`src/rtl/va_xlate_pkg.sv`:
```
package va_xlate_pkg;

  localparam int PERM_W = 12;
  localparam int P_V    = 0;
  localparam int P_FOR  = 1;
  localparam int P_FOW  = 2;
  localparam int P_FOE  = 3;
  localparam int P_RE   = 4;
  localparam int P_WE   = 8;

  localparam logic [1:0] ACC_RD = 2'd0;
  localparam logic [1:0] ACC_WR = 2'd1;
  localparam logic [1:0] ACC_EX = 2'd2;

  localparam logic [1:0] MODE_KERNEL = 2'd0;

  typedef enum logic [2:0] {
    FC_NONE = 3'd0,
    FC_BVA  = 3'd1,
    FC_ACV  = 3'd2,
    FC_FOX  = 3'd3,
    FC_TBM  = 3'd4,
    FC_TNV  = 3'd5
  } fault_e;

  localparam logic [PERM_W-1:0] FO_BITS = PERM_W'((1 << P_FOR) | (1 << P_FOW) | (1 << P_FOE));
  localparam logic [PERM_W-1:0] MODE_BITS = PERM_W'(12'hFF0);

  // Bits that the access needs to find set in the normalised grant vector.
  function automatic logic [PERM_W-1:0] required_mask(input logic [1:0] mode,
                                                      input logic [1:0] acc);
    logic [PERM_W-1:0] m;
    m = '0;
    m[P_V] = 1'b1;
    case (acc)
      ACC_WR: begin
        m[P_WE + int'(mode)] = 1'b1;
        m[P_FOW] = 1'b1;
      end
      ACC_EX: begin
        m[P_RE + int'(mode)] = 1'b1;
        m[P_FOE] = 1'b1;
      end
      default: begin
        m[P_RE + int'(mode)] = 1'b1;
        m[P_FOR] = 1'b1;
      end
    endcase
    return m;
  endfunction

  // Fault-on bits flipped so that every bit reads as "granted when set".
  function automatic logic [PERM_W-1:0] grant_vector(input logic [PERM_W-1:0] perm);
    return perm ^ FO_BITS;
  endfunction

  // Three-level priority over the missing bits.
  function automatic fault_e classify_missing(input logic [PERM_W-1:0] missing);
    if ((missing & MODE_BITS) != '0) return FC_ACV;
    if ((missing & FO_BITS) != '0)   return FC_FOX;
    if (missing[P_V])                return FC_TNV;
    return FC_NONE;
  endfunction

  function automatic logic [1:0] kind_tag(input logic [1:0] acc);
    if (acc == ACC_EX) return 2'd2;
    if (acc == ACC_WR) return 2'd1;
    return 2'd0;
  endfunction

endpackage

```
`src/rtl/va_region_decode.sv`:
```
module va_region_decode
  import va_xlate_pkg::*;
#(
  parameter int VA_W  = 43,
  parameter int PA_W  = 44,
  parameter int SP_LO = 32
) (
  input  logic [63:0]     va,
  input  logic [1:0]      sp_enable,
  output logic            canonical,
  output logic            sp_large_hit,
  output logic            sp_small_hit,
  output logic [PA_W-1:0] sp_pa
);

  localparam int SEXT_W  = 64 - (VA_W - 1);
  localparam int LARGE_W = VA_W - 2;
  localparam int SMALL_HI = VA_W + 1;
  localparam int SMALL_FW = SMALL_HI - SP_LO + 1;
  localparam logic [SMALL_FW-1:0] SMALL_VAL = {{(SMALL_FW-1){1'b1}}, 1'b0};

  logic [SEXT_W-1:0] sext_field;
  logic              region_large;
  logic              region_small;

  assign sext_field   = va[63:VA_W-1];
  assign canonical    = (&sext_field) | ~(|sext_field);
  assign region_large = (va[VA_W-1:VA_W-2] == 2'b10);
  assign region_small = (va[SMALL_HI:SP_LO] == SMALL_VAL);
  assign sp_large_hit = sp_enable[0] & region_large;
  assign sp_small_hit = sp_enable[1] & region_small;

  always_comb begin
    sp_pa = '0;
    if (sp_large_hit) sp_pa[LARGE_W-1:0] = va[LARGE_W-1:0];
    else if (sp_small_hit) sp_pa[SP_LO-1:0] = va[SP_LO-1:0];
  end

endmodule

```
`src/rtl/perm_fault_eval.sv`:
```
module perm_fault_eval
  import va_xlate_pkg::*;
(
  input  logic [1:0]        mode,
  input  logic [1:0]        acc,
  input  logic [PERM_W-1:0] perm,
  output logic [PERM_W-1:0] missing,
  output fault_e            perm_code
);

  logic [PERM_W-1:0] need;
  logic [PERM_W-1:0] have;

  assign need      = required_mask(mode, acc);
  assign have      = grant_vector(perm);
  assign missing   = need & ~have;
  assign perm_code = classify_missing(missing);

endmodule

```
`src/rtl/xlate_resp_reg.sv`:
```
module xlate_resp_reg
  import va_xlate_pkg::*;
#(
  parameter int PA_W = 44
) (
  input  logic            clk,
  input  logic            rst_n,
  input  logic            in_valid,
  input  fault_e          in_code,
  input  logic [PA_W-1:0] in_pa,
  input  logic [1:0]      in_kind,
  output logic            rsp_valid,
  output logic            rsp_pa_valid,
  output logic [PA_W-1:0] rsp_pa,
  output logic            rsp_fault,
  output logic [2:0]      rsp_fault_code,
  output logic [1:0]      rsp_kind
);

  logic is_fault;
  assign is_fault = (in_code != FC_NONE);

  always_ff @(posedge clk) begin
    if (!rst_n) begin
      rsp_valid      <= 1'b0;
      rsp_pa_valid   <= 1'b0;
      rsp_pa         <= '0;
      rsp_fault      <= 1'b0;
      rsp_fault_code <= 3'd0;
      rsp_kind       <= 2'd0;
    end else begin
      rsp_valid      <= in_valid;
      rsp_pa_valid   <= in_valid & ~is_fault;
      rsp_fault      <= in_valid & is_fault;
      rsp_pa         <= (in_valid && !is_fault) ? in_pa : '0;
      rsp_fault_code <= in_valid ? 3'(in_code) : 3'd0;
      rsp_kind       <= in_valid ? in_kind : 2'd0;
    end
  end

  AST_ONE_OUTCOME: assert property (@(posedge clk) disable iff (!rst_n)
    rsp_valid |-> $countones({rsp_pa_valid, rsp_fault}) == 1);
  AST_IDLE_QUIET: assert property (@(posedge clk) disable iff (!rst_n)
    !rsp_valid |-> !rsp_pa_valid && !rsp_fault);
  AST_REQ_TO_RSP: assert property (@(posedge clk) disable iff (!rst_n)
    in_valid |=> rsp_valid);

endmodule

```
`src/rtl/va_xlate_front.sv`:
```
module va_xlate_front
  import va_xlate_pkg::*;
#(
  parameter int VA_W  = 43,
  parameter int PG_W  = 13,
  parameter int PA_W  = 44,
  parameter int SP_LO = 32,
  localparam int VPN_W = VA_W - PG_W,
  localparam int PFN_W = PA_W - PG_W
) (
  input  logic              clk,
  input  logic              rst_n,
  input  logic              req_valid,
  input  logic [63:0]       req_va,
  input  logic [1:0]        req_acc,
  input  logic [1:0]        req_mode,
  input  logic [1:0]        sp_enable,
  output logic              tlb_req,
  output logic [VPN_W-1:0]  tlb_vpn,
  input  logic              tlb_hit,
  input  logic [PFN_W-1:0]  tlb_pfn,
  input  logic [PERM_W-1:0] tlb_perm,
  output logic              rsp_valid,
  output logic              rsp_pa_valid,
  output logic [PA_W-1:0]   rsp_pa,
  output logic              rsp_fault,
  output logic [2:0]        rsp_fault_code,
  output logic [1:0]        rsp_kind
);

  logic              canonical;
  logic              sp_large_hit;
  logic              sp_small_hit;
  logic              sp_hit;
  logic [PA_W-1:0]   sp_pa;
  logic [PERM_W-1:0] perm_missing;
  fault_e            perm_code;
  fault_e            next_code;
  logic [PA_W-1:0]   next_pa;
  logic [PA_W-1:0]   tlb_pa;

  va_region_decode #(.VA_W(VA_W), .PA_W(PA_W), .SP_LO(SP_LO)) region_i (
    .va           (req_va),
    .sp_enable    (sp_enable),
    .canonical    (canonical),
    .sp_large_hit (sp_large_hit),
    .sp_small_hit (sp_small_hit),
    .sp_pa        (sp_pa)
  );

  perm_fault_eval perm_i (
    .mode      (req_mode),
    .acc       (req_acc),
    .perm      (tlb_perm),
    .missing   (perm_missing),
    .perm_code (perm_code)
  );

  assign sp_hit  = sp_large_hit | sp_small_hit;
  assign tlb_vpn = req_va[VA_W-1:PG_W];
  assign tlb_req = req_valid & canonical & ~sp_hit;
  assign tlb_pa  = {tlb_pfn, req_va[PG_W-1:0]};

  always_comb begin
    next_pa = '0;
    if (!canonical) begin
      next_code = FC_BVA;
    end else if (sp_hit) begin
      next_code = (req_mode == MODE_KERNEL) ? FC_NONE : FC_ACV;
      next_pa   = sp_pa;
    end else if (!tlb_hit) begin
      next_code = FC_TBM;
    end else begin
      next_code = perm_code;
      next_pa   = tlb_pa;
    end
  end

  xlate_resp_reg #(.PA_W(PA_W)) resp_i (
    .clk            (clk),
    .rst_n          (rst_n),
    .in_valid       (req_valid),
    .in_code        (next_code),
    .in_pa          (next_pa),
    .in_kind        (kind_tag(req_acc)),
    .rsp_valid      (rsp_valid),
    .rsp_pa_valid   (rsp_pa_valid),
    .rsp_pa         (rsp_pa),
    .rsp_fault      (rsp_fault),
    .rsp_fault_code (rsp_fault_code),
    .rsp_kind       (rsp_kind)
  );

  AST_BAD_VA_FIRST: assert property (@(posedge clk) disable iff (!rst_n)
    req_valid && !canonical |=> rsp_fault_code == 3'(FC_BVA));
  AST_SP_KERNEL_OK: assert property (@(posedge clk) disable iff (!rst_n)
    req_valid && canonical && sp_hit && req_mode == MODE_KERNEL |=> rsp_pa_valid);
  AST_SP_USER_ACV: assert property (@(posedge clk) disable iff (!rst_n)
    req_valid && canonical && sp_hit && req_mode != MODE_KERNEL |=> rsp_fault_code == 3'(FC_ACV));
  AST_MISS_CODE: assert property (@(posedge clk) disable iff (!rst_n)
    tlb_req && !tlb_hit |=> rsp_fault_code == 3'(FC_TBM));
  AST_HIT_CLEAN: assert property (@(posedge clk) disable iff (!rst_n)
    tlb_req && tlb_hit && perm_missing == '0 |=> rsp_pa_valid);
  AST_KIND_TAG: assert property (@(posedge clk) disable iff (!rst_n)
    req_valid && req_acc == ACC_EX |=> rsp_kind == 2'd2);

endmodule

```
`config.mk`:
```
export PLATFORM = sky130hd
export DESIGN_NAME = va_xlate_front
export DESIGN_NICKNAME = d
export VERILOG_FILES = /design/src/rtl/va_xlate_pkg.sv /design/src/rtl/va_region_decode.sv /design/src/rtl/perm_fault_eval.sv /design/src/rtl/xlate_resp_reg.sv /design/src/rtl/va_xlate_front.sv
export SDC_FILE = /design/constraint.sdc
export NUM_CORES = 1
export LEC_CHECK = 0
export ABC_AREA = 0
export CAP_MARGIN = 40
export CORE_MARGIN = 2
export CORE_UTILIZATION = 37
export CTS_CLUSTER_SIZE = 24
export DETAILED_ROUTE_END_ITERATION = 6
export HOLD_SLACK_MARGIN = 0.05
export PLACE_DENSITY = 0.88
export SLEW_MARGIN = 40
export SYNTH_ARGS = -nofsm -noshare
export SYNTH_HDL_FRONTEND = slang
export SYNTH_SLANG_ARGS = --single-unit
export TNS_END_PERCENT = 20
```
`constraint.sdc`:
```
create_clock -name clk -period 3.9 [get_ports clk]
set_clock_uncertainty 0.1 [all_clocks]
set_input_delay 0.78 -clock clk [delete_from_list [all_inputs] [get_ports clk]]
set_output_delay 0.78 -clock clk [all_outputs]
set_load 0.05 [all_outputs]
```
======== Word-level counts from Yosys, hierarchy flattened ========
Cells that the tools add are included.
operators by class
  add/sub/neg operators ................... 2
  reduce and logical (&&, ||, !) cells .... 13
  bitwise operators ....................... 18
  eq/ne operators ......................... 4
  muxes and demuxes ....................... 33
  order comparisons ....................... 4
operators with widths
  kind                                                                number
  two-way mux 41 bit                                                  2
  greater-or-equal comparator 32 x 1 -> 1 bit, second input constant  2
  less-than comparator 32 x 6 -> 1 bit, second input constant         2
  two-way mux 32 bit                                                  2
  two-way mux 3 bit                                                   9
  one-hot mux 12 bit (2 select lines)                                 1
  nonzero test 12 bit                                                 2
  AND reduction 22 bit                                                1
  OR reduction 22 bit                                                 1
  == test 13 bit, second input constant                               1
  AND 12 bit                                                          1
  inverter 12 bit                                                     1
  two-way mux 1 bit                                                   11
  two-way mux 2 bit                                                   5
  two-way mux 9 bit                                                   1
  demux 1 bit (select 4 bit)                                          2
  inverter 1 bit                                                      7
  AND 1 bit                                                           6
  adder 4 x 2 -> 5 bit, first input constant                          1
  OR reduction 5 bit                                                  1
  adder 3 x 2 -> 4 bit, first input constant                          1
  == test 2 bit, second input constant                                2
  logical AND 1 bit                                                   3
  inverter 3 bit                                                      1
  7 further kinds                                                     8
word-level totals
  word-level logic and storage cells ...... 81
  output and inout port bits .............. 83
  register bits ........................... 52
  input bits .............................. 117

======== Depth between registers and ports, before layout ========
  depth in word-level cells ............... 23
  gate-level depth with buffers ........... 9
  gate-level depth less buffers ........... 7

======== Hierarchy ========
Synthesis repeated with hierarchy kept, for this count alone.
second synthesis, totals
  cell total of the unflattened synthesis .. 425
  area, all modules ....................... 3,883.7 um^2
by module, submodules not included
  module            times used  area each (um^2)  cells an instance
  va_xlate_front    1           1,541.5           202
  xlate_resp_reg    1           1,462.7           114
  va_region_decode  1           633.1             77
  perm_fault_eval   1           246.5             32

======== Worst setup path after synthesis ========
OpenSTA, ideal clock, no wires.
  path kind ............................... input -> output
  start ................................... input req_va[52]
  end ..................................... output tlb_req
  stages on the path ...................... 4
  data required time ...................... 3,020 ps
  arrival time ............................ 2,738 ps
  path slack .............................. 282 ps
  cells stage by stage .................... or4_1 -> nor3_1 -> a22oi_1 -> nor3b_1
on the way
  word-level cells in the longest chain between the ends .. 5
RTL lines
  element                   line                    RTL
  from (decl)               va_xlate_front.sv:14    input logic [63:0] req_va,
  OR reduction 22 bit       va_region_decode.sv:27  assign canonical = (&sext_field) | ~(|sext_field);
  inverter 1 bit            va_region_decode.sv:27
  bitwise OR 1 bit *        va_region_decode.sv:27
  AND 1 bit * (2 in a row)  va_xlate_front.sv:61    assign tlb_req = req_valid & canonical & ~sp_hit;
  to (decl)                 va_xlate_front.sv:18    output logic tlb_req,
Every way passes the cells marked *; elsewhere a longest branch is shown, timed or not.

======== Worst setup path after layout ========
Ends and elaborated chain as after synthesis.

==> metrics <==
status complete, no violations; Area Growth Syn to Fin 72.1%; P per Cell Area 269 nW/um^2; crit share post-route 86.4%; Seq pwr share 42.7%; CTS max path bufs 2; first-pass GRT wire length 13.0 mm; Tot Pwr 1.25 mW; drt first pass iters 4; Slew Limit Fails 0; maxcap violations 0; drt wl/cell 16.6 um; DP Wirelength 7.09 mm; VDD IR-drop max 0.000126 V; Overflow after GRT 0; Initial Util 37.8%; CP Class primary input to primary output; number of global-route vias before repair 2702; DRT antenna net count 0; synthesized cell area 2700 um^2; fin nets 553; cts bufs inserted 5; largest fanout on the critical path 4; Final Hold Viols 0; combinational power share 27.0%; Post-Synthesis Cells 274; Distinct cells, synth 44; fin cells 534; port bufs 199; largest net degree at the start of global routing 47; Total GRT Usage 21.0%; async set-reset flop share out of synthesis 0%; Seq/Total Area, Yosys 38.6%; routability cong. 0.744; H-tree Lvls 2; clk sinks 52; Worst Hold Depth 3; WL final 8.86 mm; vias 2776; Crit path required time 3020 ps; Setup Buffers After CTS 0; Slew headroom 50.2%; Hold Path Class primary input to register; CP arrival 2490 ps; placed cells 526; syn_nets 393; Post-CTS Resized 0; Yosys Warn Count 0; residual DRC count 0; Post-synth EDFFs 0; RSZ-0062 raised after global routing false; Syn Area/Cell 9.85 um^2; IO Count 200; initial antenna violation count 0; Core Area 7140 um^2; ys flop type dfxtp_1; num rows 31; LEAKAGE 1.53 nW; CP endpoint kind primary output; drt via density 5.20; Vert. Die Dim 89.4 um; 1st-iter DRT viols 104; CTS tree built; share of cells above drive strength 1 12.6%; switching part of the total 28.8%; Min-Delay Startpoint req_va[5]; antenna cells 0; Psw 360 uW; Hold Path End resp_i.rsp_pa[5]; final setup violation count 0; Max Fclk 0.297 GHz; CTS root buf clkbuf_8; clk slew on worst S/H paths 110 ps; CTS hold repair buffers 0; Final Critical Period 3370 ps; Least-Margin Pin Slew 743 ps; Sum Neg Setup Slack 0 ps; Clk pwr share 30.4%; hold slack final 898 ps; Seq cells post-synth 52; Pint 890 uW; Setup crit start kind primary input; die area 7990 um^2; Die X 89.4 um
==> routing by layer <==
metal | share of wire (%) | wire length (um) | vias up | global-route usage [%]
met2 | 55 | 4860 | 137 | 42.4
li1 | - | - | 1323 | -
met5 | 0 | 0 | - | 0
met1 | 37 | 3250 | 1301 | 21.7
met3 | 6.9 | 607 | 15 | 4.16
met4 | 1.6 | 142 | 0 | 5.43
==> state kept, by name, summed over array words and instances, names as in the netlist <==
name	count
resp_i.rsp_pa_valid	1
resp_i.rsp_kind	2
resp_i.rsp_fault	1
resp_i.rsp_valid	1
resp_i.rsp_fault_code	3
resp_i.rsp_pa	44
==> how the worst max path moves through the flow <==
stage	startpoint	endpoint	slack, ps
after global placement	req_acc[0]	resp_i.rsp_pa[26]	500
after floorplan	req_va[52]	tlb_req	280
after CTS	req_va[52]	tlb_req	520
after detailed placement	req_acc[0]	resp_i.rsp_pa[24]	400
after global routing	req_va[42]	tlb_req	390
final	req_va[52]	tlb_req	530
==> cells by family (layout without fill, tap and decap cells) <==
logic type               after synthesis  count (layout)  synth area share, %
AO/OA/AOI/OAI                         38              38                 17.6
adder cells (fa/ha/maj)                2               2                0.927
buffers and inverters                 57             218                 13.8
flip-flops                            52              52                 38.6
multiplexers                           3               3                 1.34
AND/OR/NAND/NOR                      122             122                 27.7
==> cells in the mapped netlist, drive strengths merged (4+ instances only) <==
library cell / instances / area, um^2
a2111oi: 20 / 325
a22oi: 11 / 96.3
buf: 43 / 320
clkbuf: 9 / 33.8
dfxtp: 52 / 1040
inv: 4 / 15.0
nand2: 22 / 85.1
nand3: 39 / 195
nand4: 6 / 37.5
nor2: 5 / 21.3
nor3: 19 / 95.1
nor4: 17 / 184
==> cells in the final DEF, fill, tap and decap left out, drive strengths merged, types with 2 or more instances in the layout <==
cell type,n
clkbuf,5
inv,4
buf,7
nand2,22
nor4,17
ha,2
nor2,5
clkinv,3
nand4,6
a22oi,11
clkdlybuf4s50,198
nor3b,3
or4,2
dfxtp,52
nand3,39
mux2,2
a2111oi,20
nor3,19
==> power by group through the flow <==
stage               clock network [mW]  logic [mW]  registers, mW
finish                           0.379       0.337          0.533
CTS                              0.386       0.338          0.533
global route                     0.404       0.355          0.533
global placement                     0       0.333          0.546
detailed placement                   0       0.337          0.546
floorplan                            0       0.170          0.553
==> cell type report <==
| cell class | count | area, um^2 |
|---|---|---|
| Clock buffer | 5 | 68.8 |
| Sequential cell | 52 | 1040 |
| Fill cell | 593 | 2490 |
| Tap cell | 99 | 124 |
| Timing Repair Buffer | 205 | 2050 |
| Inverter | 5 | 18.8 |
| Clock inverter | 3 | 47.5 |
| Multi-Input combinational cell | 165 | 1300 |
==> stage by stage <==
stage               instance area, um^2  setup slack, ps  utilization [%]
floorplan                          2700              282                -
global placement                   4520              497             63.4
finish                             4640              531             65.1
detailed placement                 4520              395             63.4
global route                       4640              393             65.1
CTS                                4640              520             65.0
==> critical path, cell delays in order <==
cell             delay [ps]
clkdlybuf4s50_1         420
or4_1                   520
nor3_1                  150
a22oi_1                 160
nor3b_1                 230
buf_4                   230
(Power assumes the default switching activity.)
